### config.mk
export PLATFORM = sky130hd
export DESIGN_NAME = cmd_list_seq
export DESIGN_NICKNAME = d
export VERILOG_FILES = /design/src/rtl/seq_pkg.sv /design/src/rtl/seq_ctrl.sv /design/src/rtl/seq_dp.sv /design/src/rtl/cmd_list_seq.sv
export SDC_FILE = /design/constraint.sdc
export NUM_CORES = 1
export LEC_CHECK = 0
export BUFFER_PORTS_ARGS = -buffer_cell sky130_fd_sc_hd__buf_2
export CAP_MARGIN = 15
export CORE_ASPECT_RATIO = 1.25
export CORE_MARGIN = 2
export CORE_UTILIZATION = 59
export CTS_BUF_LIST = sky130_fd_sc_hd__clkbuf_8
export DETAILED_ROUTE_END_ITERATION = 8
export GPL_ROUTABILITY_DRIVEN = 0
export PLACE_DENSITY = 0.94
export RECOVER_POWER = 100
export REMOVE_ABC_BUFFERS = 1
export SLEW_MARGIN = 40
export SYNTH_ARGS = -nofsm -noshare
export SYNTH_HDL_FRONTEND = slang
export SYNTH_HIERARCHICAL = 1
export SYNTH_SLANG_ARGS = --single-unit
### constraint.sdc
create_clock -name clk -period 6.85 [get_ports clk]
set_clock_uncertainty 0.2 [all_clocks]
set_input_delay 0.3425 -clock clk [delete_from_list [all_inputs] [get_ports clk]]
set_output_delay 0.3425 -clock clk [all_outputs]
set_load 0.05 [all_outputs]
### src/rtl/seq_pkg.sv
package seq_pkg;
  localparam int CTL_ERR   = 15;
  localparam int CTL_SKIP  = 14;
  localparam int CTL_IRQ   = 13;
  localparam int CTL_POLL  = 12;
  localparam int CTL_RETRY = 11;
  localparam int CTL_EOL   = 10;
  localparam int CTL_RTRT  = 9;

  localparam logic [2:0] OFS_CTL = 3'd1;
  localparam logic [2:0] OFS_CMD = 3'd2;
  localparam logic [2:0] OFS_DLY = 3'd3;
  localparam logic [2:0] OFS_NXT = 3'd4;

  typedef enum logic [3:0] {
    S_IDLE, S_RD_CTL, S_CAP_CTL, S_RD_CMD, S_CAP_CMD, S_RD_DLY, S_CAP_DLY,
    S_MSG_GO, S_MSG_WAIT, S_WR_ERR, S_DELAY, S_RD_NXT, S_CAP_NXT, S_HALT
  } seqState_t;

  typedef struct packed {
    logic       ldStart;
    logic       ldNext;
    logic       ldCtl;
    logic       ldCmd;
    logic       ldDly;
    logic       decDly;
    logic       clrRetry;
    logic       incRetry;
    logic       rd;
    logic       wr;
    logic [2:0] wordSel;
  } seqStrobe_t;
endpackage

### src/rtl/seq_ctrl.sv
module seq_ctrl
  import seq_pkg::*;
(
  input  logic       clk,
  input  logic       rstN,
  input  logic       start,
  input  logic       abort,
  input  logic       stdIrqEn,
  input  logic       hpIrqEn,
  input  logic       rdSkip,
  input  logic       rdIrq,
  input  logic       ctlEol,
  input  logic       ctlRetry,
  input  logic       dlyZero,
  input  logic       dlyOne,
  input  logic       retryLeft,
  input  logic       msgDone,
  input  logic       msgErr,
  output seqStrobe_t strobe,
  output logic       msgStart,
  output logic       stdIrq,
  output logic       hpIrq,
  output logic       busy
);
  seqState_t state, nextState;

  always_ff @(posedge clk) begin
    if (!rstN) state <= S_IDLE;
    else       state <= nextState;
  end

  assign busy = (state != S_IDLE);

  always_comb begin
    strobe    = '0;
    nextState = state;
    msgStart  = 1'b0;
    stdIrq    = 1'b0;
    hpIrq     = 1'b0;
    unique case (state)
      S_IDLE: if (start) begin
        strobe.ldStart = 1'b1;
        nextState      = S_RD_CTL;
      end
      S_RD_CTL: begin
        strobe.rd = 1'b1; strobe.wordSel = OFS_CTL; nextState = S_CAP_CTL;
      end
      S_CAP_CTL: begin
        strobe.ldCtl = 1'b1;
        stdIrq       = rdIrq & stdIrqEn;
        nextState    = rdSkip ? S_RD_NXT : S_RD_CMD;
      end
      S_RD_CMD: begin
        strobe.rd = 1'b1; strobe.wordSel = OFS_CMD; nextState = S_CAP_CMD;
      end
      S_CAP_CMD: begin
        strobe.ldCmd = 1'b1; nextState = S_RD_DLY;
      end
      S_RD_DLY: begin
        strobe.rd = 1'b1; strobe.wordSel = OFS_DLY; nextState = S_CAP_DLY;
      end
      S_CAP_DLY: begin
        strobe.ldDly = 1'b1; strobe.clrRetry = 1'b1; nextState = S_MSG_GO;
      end
      S_MSG_GO: begin
        msgStart = 1'b1; nextState = S_MSG_WAIT;
      end
      S_MSG_WAIT: if (msgDone) begin
        if (msgErr && ctlRetry && retryLeft) begin
          strobe.incRetry = 1'b1;
          nextState       = S_MSG_GO;
        end else if (msgErr) begin
          nextState = S_WR_ERR;
        end else begin
          nextState = ctlEol ? S_HALT : (dlyZero ? S_RD_NXT : S_DELAY);
        end
      end
      S_WR_ERR: begin
        strobe.wr = 1'b1; strobe.wordSel = OFS_CTL;
        nextState = ctlEol ? S_HALT : (dlyZero ? S_RD_NXT : S_DELAY);
      end
      S_DELAY: begin
        strobe.decDly = 1'b1;
        if (dlyOne) nextState = S_RD_NXT;
      end
      S_RD_NXT: begin
        strobe.rd = 1'b1; strobe.wordSel = OFS_NXT; nextState = S_CAP_NXT;
      end
      S_CAP_NXT: begin
        strobe.ldNext = 1'b1; nextState = S_RD_CTL;
      end
      S_HALT: begin
        hpIrq = hpIrqEn; nextState = S_IDLE;
      end
      default: nextState = S_IDLE;
    endcase
    if (abort) begin
      strobe    = '0;
      msgStart  = 1'b0;
      stdIrq    = 1'b0;
      hpIrq     = 1'b0;
      nextState = S_IDLE;
    end
  end
endmodule

### src/rtl/seq_dp.sv
module seq_dp
  import seq_pkg::*;
#(
  parameter int AW = 8,
  parameter int DW = 16,
  parameter int RW = 2
)(
  input  logic          clk,
  input  logic          rstN,
  input  seqStrobe_t    strobe,
  input  logic [AW-1:0] startAddr,
  input  logic [RW-1:0] retryLimit,
  input  logic [DW-1:0] memRdata,
  output logic [AW-1:0] memAddr,
  output logic [DW-1:0] memWdata,
  output logic [AW-1:0] curBlock,
  output logic [DW-1:0] ctlWord,
  output logic [DW-1:0] cmdWord,
  output logic          dlyZero,
  output logic          dlyOne,
  output logic          retryLeft
);
  logic [AW-1:0] curReg;
  logic [DW-1:0] ctlReg, cmdReg, dlyCnt;
  logic [RW-1:0] retryCnt;

  always_ff @(posedge clk) begin
    if (!rstN) begin
      curReg   <= '0;
      ctlReg   <= '0;
      cmdReg   <= '0;
      dlyCnt   <= '0;
      retryCnt <= '0;
    end else begin
      if (strobe.ldStart)     curReg <= startAddr;
      else if (strobe.ldNext) curReg <= memRdata[AW-1:0];
      if (strobe.ldCtl) ctlReg <= memRdata;
      if (strobe.ldCmd) cmdReg <= memRdata;
      if (strobe.ldDly)       dlyCnt <= memRdata;
      else if (strobe.decDly) dlyCnt <= dlyCnt - 1'b1;
      if (strobe.clrRetry)      retryCnt <= '0;
      else if (strobe.incRetry) retryCnt <= retryCnt + 1'b1;
    end
  end

  assign memAddr   = curReg + AW'(strobe.wordSel);
  assign memWdata  = ctlReg | (DW'(1) << CTL_ERR);
  assign curBlock  = curReg;
  assign ctlWord   = ctlReg;
  assign cmdWord   = cmdReg;
  assign dlyZero   = (dlyCnt == '0);
  assign dlyOne    = (dlyCnt == DW'(1));
  assign retryLeft = (retryCnt < retryLimit);
endmodule

### src/rtl/cmd_list_seq.sv
module cmd_list_seq
  import seq_pkg::*;
#(
  parameter int AW = 8
)(
  input  logic          clk,
  input  logic          rstN,
  input  logic          start,
  input  logic          abort,
  input  logic [AW-1:0] startAddr,
  input  logic          stdIrqEn,
  input  logic          hpIrqEn,
  input  logic [1:0]    retryLimit,
  output logic [AW-1:0] memAddr,
  output logic          memRd,
  output logic          memWr,
  output logic [15:0]   memWdata,
  input  logic [15:0]   memRdata,
  output logic          msgStart,
  output logic [15:0]   msgCmd,
  output logic          msgRtRt,
  output logic          msgPoll,
  input  logic          msgDone,
  input  logic          msgErr,
  output logic          busy,
  output logic          stdIrq,
  output logic          hpIrq,
  output logic [AW-1:0] curBlock
);
  seqStrobe_t strobe;
  logic [15:0] ctlWord;
  logic dlyZero, dlyOne, retryLeft;

  seq_ctrl u_ctrl (
    .clk(clk), .rstN(rstN), .start(start), .abort(abort),
    .stdIrqEn(stdIrqEn), .hpIrqEn(hpIrqEn),
    .rdSkip(memRdata[CTL_SKIP]), .rdIrq(memRdata[CTL_IRQ]),
    .ctlEol(ctlWord[CTL_EOL]), .ctlRetry(ctlWord[CTL_RETRY]),
    .dlyZero(dlyZero), .dlyOne(dlyOne), .retryLeft(retryLeft),
    .msgDone(msgDone), .msgErr(msgErr), .strobe(strobe),
    .msgStart(msgStart), .stdIrq(stdIrq), .hpIrq(hpIrq), .busy(busy)
  );

  seq_dp #(.AW(AW), .DW(16), .RW(2)) u_dp (
    .clk(clk), .rstN(rstN), .strobe(strobe), .startAddr(startAddr),
    .retryLimit(retryLimit), .memRdata(memRdata), .memAddr(memAddr),
    .memWdata(memWdata), .curBlock(curBlock), .ctlWord(ctlWord),
    .cmdWord(msgCmd), .dlyZero(dlyZero), .dlyOne(dlyOne),
    .retryLeft(retryLeft)
  );

  assign memRd   = strobe.rd;
  assign memWr   = strobe.wr;
  assign msgRtRt = ctlWord[CTL_RTRT];
  assign msgPoll = ctlWord[CTL_POLL];
endmodule

== After elaboration in Yosys (flattened, before gate mapping) ==
Cells that the tools add are included.

* Add/sub/neg operators: 3
* $lt $le $gt $ge: 1
* Eq/ne operators: 17
* Muxes and demuxes: 33
* Bitwise operators: 2
* Reduce and logical (&&, ||, !) cells: 12

{| class="wikitable"
|+ Operators by type and width
! cell !! count
|-
| one-hot mux 4 bit (13 select lines) || 1
|-
| two-way mux 16 bit || 2
|-
| equality test 4 bit (second input constant) || 6
|-
| two-way mux 4 bit || 6
|-
| two-way mux 1 bit || 19
|-
| equality test 16 x 1 -> 1 bit (second input constant) || 1
|-
| equality test 4 x 3 -> 1 bit (second input constant) || 4
|-
| zero test 16 bit || 1
|-
| two-way mux 8 bit || 2
|-
| subtractor 16 x 1 -> 16 bit (second input constant) || 1
|-
| two-way mux 13 bit || 1
|-
| one-hot mux 3 bit (4 select lines) || 1
|-
| adder 8 x 3 -> 8 bit || 1
|-
| equality test 4 x 2 -> 1 bit (second input constant) || 2
|-
| inequality test 2 bit (second input constant) || 3
|-
| OR reduction 2 bit || 3
|-
| equality test 4 x 1 -> 1 bit (second input constant) || 1
|-
| zero test 4 bit || 1
|-
| nonzero test 2 bit || 2
|-
| nonzero test 4 bit || 1
|-
| OR reduction 4 bit || 1
|-
| two-way mux 3 bit || 1
|-
| AND reduction 3 bit || 1
|-
| adder 2 x 1 -> 2 bit (second input constant) || 1
|-
| 4 further kinds || 5
|}

* Register bits after elaboration: 61
* Input port bits: 34
* Logic and storage cells: 74

== Longest topological paths before layout ==
* Depth in word-level cells: 8
* Gate-level depth with buffers: 9

== By module ==
The synthesis kept the hierarchy.

{| class="wikitable"
|+ By module, submodules not included
! module !! times used !! cells each !! area an instance (um2) !! seq. area each (um2)
|-
| seq_dp || 1 || 301 || 2845.2 || 1161.1
|-
| seq_ctrl || 1 || 70 || 454.2 || 80.1
|}

== Worst setup path before layout ==
No wires, ideal clock.

* Kind: reg2out
* From: reg u_ctrl.state[2]
* To: out memAddr[6]
* Arrival time: 2.513 ns
* Data required time: 6.307 ns
* Path slack: 3.794 ns
* Stages on the path, launching flop included: 10
* Buffers on the path: 1
* Cells stage by stage: dfxtp_1 -> buf_2 -> nand2_1 -> nor3b_1 -> ha_1 -> fa_1 -> a21oi_1 -> nor2b_1 -> and3_1 -> xor2_1

{| class="wikitable"
|+ RTL lines
! item !! line !! text
|-
| start, declared || seq_ctrl.sv:25 || <nowiki>seqState_t state, nextState;</nowiki>
|-
| start signal, assigned || seq_ctrl.sv:29 || <nowiki>else state <= nextState;</nowiki>
|-
| end, declared || cmd_list_seq.sv:14 || <nowiki>output logic [AW-1:0] memAddr,</nowiki>
|}

== Final worst setup path ==
* From: reg u_ctrl.state[1]
* To: out stdIrq

* Cells in the longest elaborated chain, start to end: 3

{| class="wikitable"
|+ Ends and longest elaborated chain
! item !! line !! text
|-
| equality test 4 x 2 -> 1 bit || seq_ctrl.sv:40 || <nowiki>unique case (state)</nowiki>
|-
| two-way mux 1 bit || seq_ctrl.sv:40 ||
|-
| two-way mux 1 bit || seq_ctrl.sv:97 || <nowiki>if (abort) begin</nowiki>
|-
| end, declared || cmd_list_seq.sv:26 || <nowiki>output logic stdIrq,</nowiki>
|}

No other way between the ends.

==> metrics.cfg <==
[critical_path]
worstSetupEndpointType = primary output
startpoint_class = flip-flop
timing.reg2reg.setup_slack_ns = 3.50
cp_common_cell = clkbuf_1
worst_path_dominant_cell_family = buffers and inverters
cp_max_fo = 16
timing_worst_setup_path_type = flip-flop to primary output
critPathSlowestCell = clkbuf_1
worst_path_largest_cell_delay_ns = 0.92
required_ns = 6.31
timing.critical_path.cells = nand2b_1 > or2_0 > nor3_4 > clkbuf_1 > and3_1 > clkbuf_1
cp_data_arrival_time_ns = 3.24
worst-path-buf-inv = 2

[sta]
rsz_0062_raised_after_global_routing = no
final_min_period_over_clock_period_pct = 55.3
timing_max_transition_violations_final = 9
setup_viol_count_final = 0
final_critical_path_setup_slack_ns = 3.06
timing.final.hold_violations = 0
max_freq_mhz = 264
worst_slew_margin_rel_pct = -38.8
final_period_minus_worst_setup_slack_ns = 3.79
finalHoldWorstSlack_ns = 0.0943
worst_pin_slew_ns = 2.06
finalSetupTns_ns = 0

[final_layout]
final_core_util_pct = 69.6
nets = 474
stdcell_count = 502
ff_latch_area_um2 = 1220
fillerInstances = 457
post_route_cells_drive_above_1_share_pct = 12.3
multi_input_comb_area_um2 = 1820
diodes = 0
design_area_um2 = 3730
area_delta_synth_final_pct = 14.4

[floorplan]
start_util_pct = 60.8
core-area_um2 = 5370
die_width_um = 70.5
number_of_ports_placed_on_the_die_boundary = 90
die_height_um = 87.1
row_count = 30
die_area_um2 = 6150

[pwr]
vdd_ir_drop_max_mv = 0.179
power.leakage_nw = 1.33
p_total_mw = 0.761
power_density_nw_per_um2 = 204

[clocking]
clk_root_buffer_cell = clkbuf_8
tritoncts_clock_tree = done
post_cts.resized_instances = 0
clkTransAtPathRegs_ns = 0.07
clock_tree.htree_level_count = 3
clock_latency_on_the_worst_skew_pair_ns = 0.33
clkSinkCount = 61
numCtsBuffers = 9
postCtsSetupBuffers = 0
max-clock-path-buffers = 2
cts.hold.buffers_added = 0

[placed_design]
place_inst = 486
numPortBuffers = 88
post_dp_cell_area_um2 = 3620
dpl_worst_slack_ns = 3.76
post-dp-hpwl_mm = 5.24

[routing]
avgViaCountPerCell = 5.58
drt_first_iter_violations = 364
residual_drc_count = 0
ant_nets = 0
detail_route.wl_per_cell_um = 15.0
detail_route.first_pass.iterations = 7
via_count = 2801
drt_wl_total_mm = 7.53

[yosys]
synth.yosys.warnings = 6
postSynthCellCount = 368
synth_area_per_cell_um2 = 8.87
post_synth_instance_area_um2 = 3260

[grt]
globalRouteOverflowTotal = 0
grt_pass1_wl_mm = 12.0
grt_start_max_net_pins = 58
grt_use_total_pct = 24.4
antenna_found_initial = 0
grt_pass1_vias = 2546

[min_path]
hold_class = primary input to flip-flop

[run]
maxCapViolations = 1

[outcome]
violations = capacitance limit, slew limit
outcome = complete, but fails checks

[state kept, by name, indices dropped and copies added (netlist names)]
name           count
u_dp/curBlock      8
u_dp/dlyCnt       16
u_dp/cmdWord      16
u_ctrl/state       4
u_dp/retryCnt      2
u_dp/ctlWord      15
[metal layers]
| metal | part of all wire (%) | vias up | track usage, % |
|---|---|---|---|
| met3 | 5.7 | 11 | 4.98 |
| met1 | 42 | 1305 | 30.0 |
| met5 | 0 | - | 0 |
| li1 | - | 1376 | - |
| met4 | 1.7 | 0 | 10.3 |
| met2 | 51 | 109 | 41.4 |
[report_power, final]
group          switching [mW]  leakage [nW]  internal (mW)
logic                  0.0478         0.733         0.0209
clock network           0.142         0.102          0.188
registers             0.00481         0.492          0.358
[worst register-to-register path: cells and delay by family, from the launching register on]
kind	cells	cell delay, ns
AOI/OAI and AO/OA	1	0.10
DFF	1	0.65
and+or+nand+nor	3	1.98
muxes	1	0.32
[layout by cell type, fill, tap and decap left out, types with 2 or more instances in the layout]
cell type,count
a21o_1,3
a21oi_1,21
a31oi_1,4
and2_0,11
and2_1,2
and3_1,3
buf_2,33
clkbuf_1,57
clkbuf_8,11
clkinvlp_4,2
dfxtp_1,61
ha_1,6
inv_1,6
mux2i_1,40
nand2_1,22
nand2b_1,10
nand3_1,4
nand3b_1,2
nand4_1,2
nand4b_1,2
nor2_1,14
nor2b_1,34
nor3_1,9
nor3b_1,3
nor4_1,2
o21ai_0,28
or3_1,2
or4_1,2
xnor2_1,6
xor2_1,16
[final timing paths]
path	startpoint	end	cells past startpoint
min reg2reg	u_dp/cmdWord[10]	u_dp/cmdWord[10]	2
min	memRdata[15]	u_dp/cmdWord[15]	3
max reg2reg	u_ctrl/state[2]	u_dp/curBlock[4]	5
max	u_ctrl/state[1]	stdIrq	6
[layout make-up]
type,count,share of cell area (%)
Clock buffer,11,4.05
Clock inverter,5,1.58
Inverter,6,0.603
Multi-Input combinational cell,265,48.8
Sequential cell,61,32.7
Tap cell,64,2.14
Timing Repair Buffer,90,10.2
No activity file was read; power rests on OpenSTA's default activity.
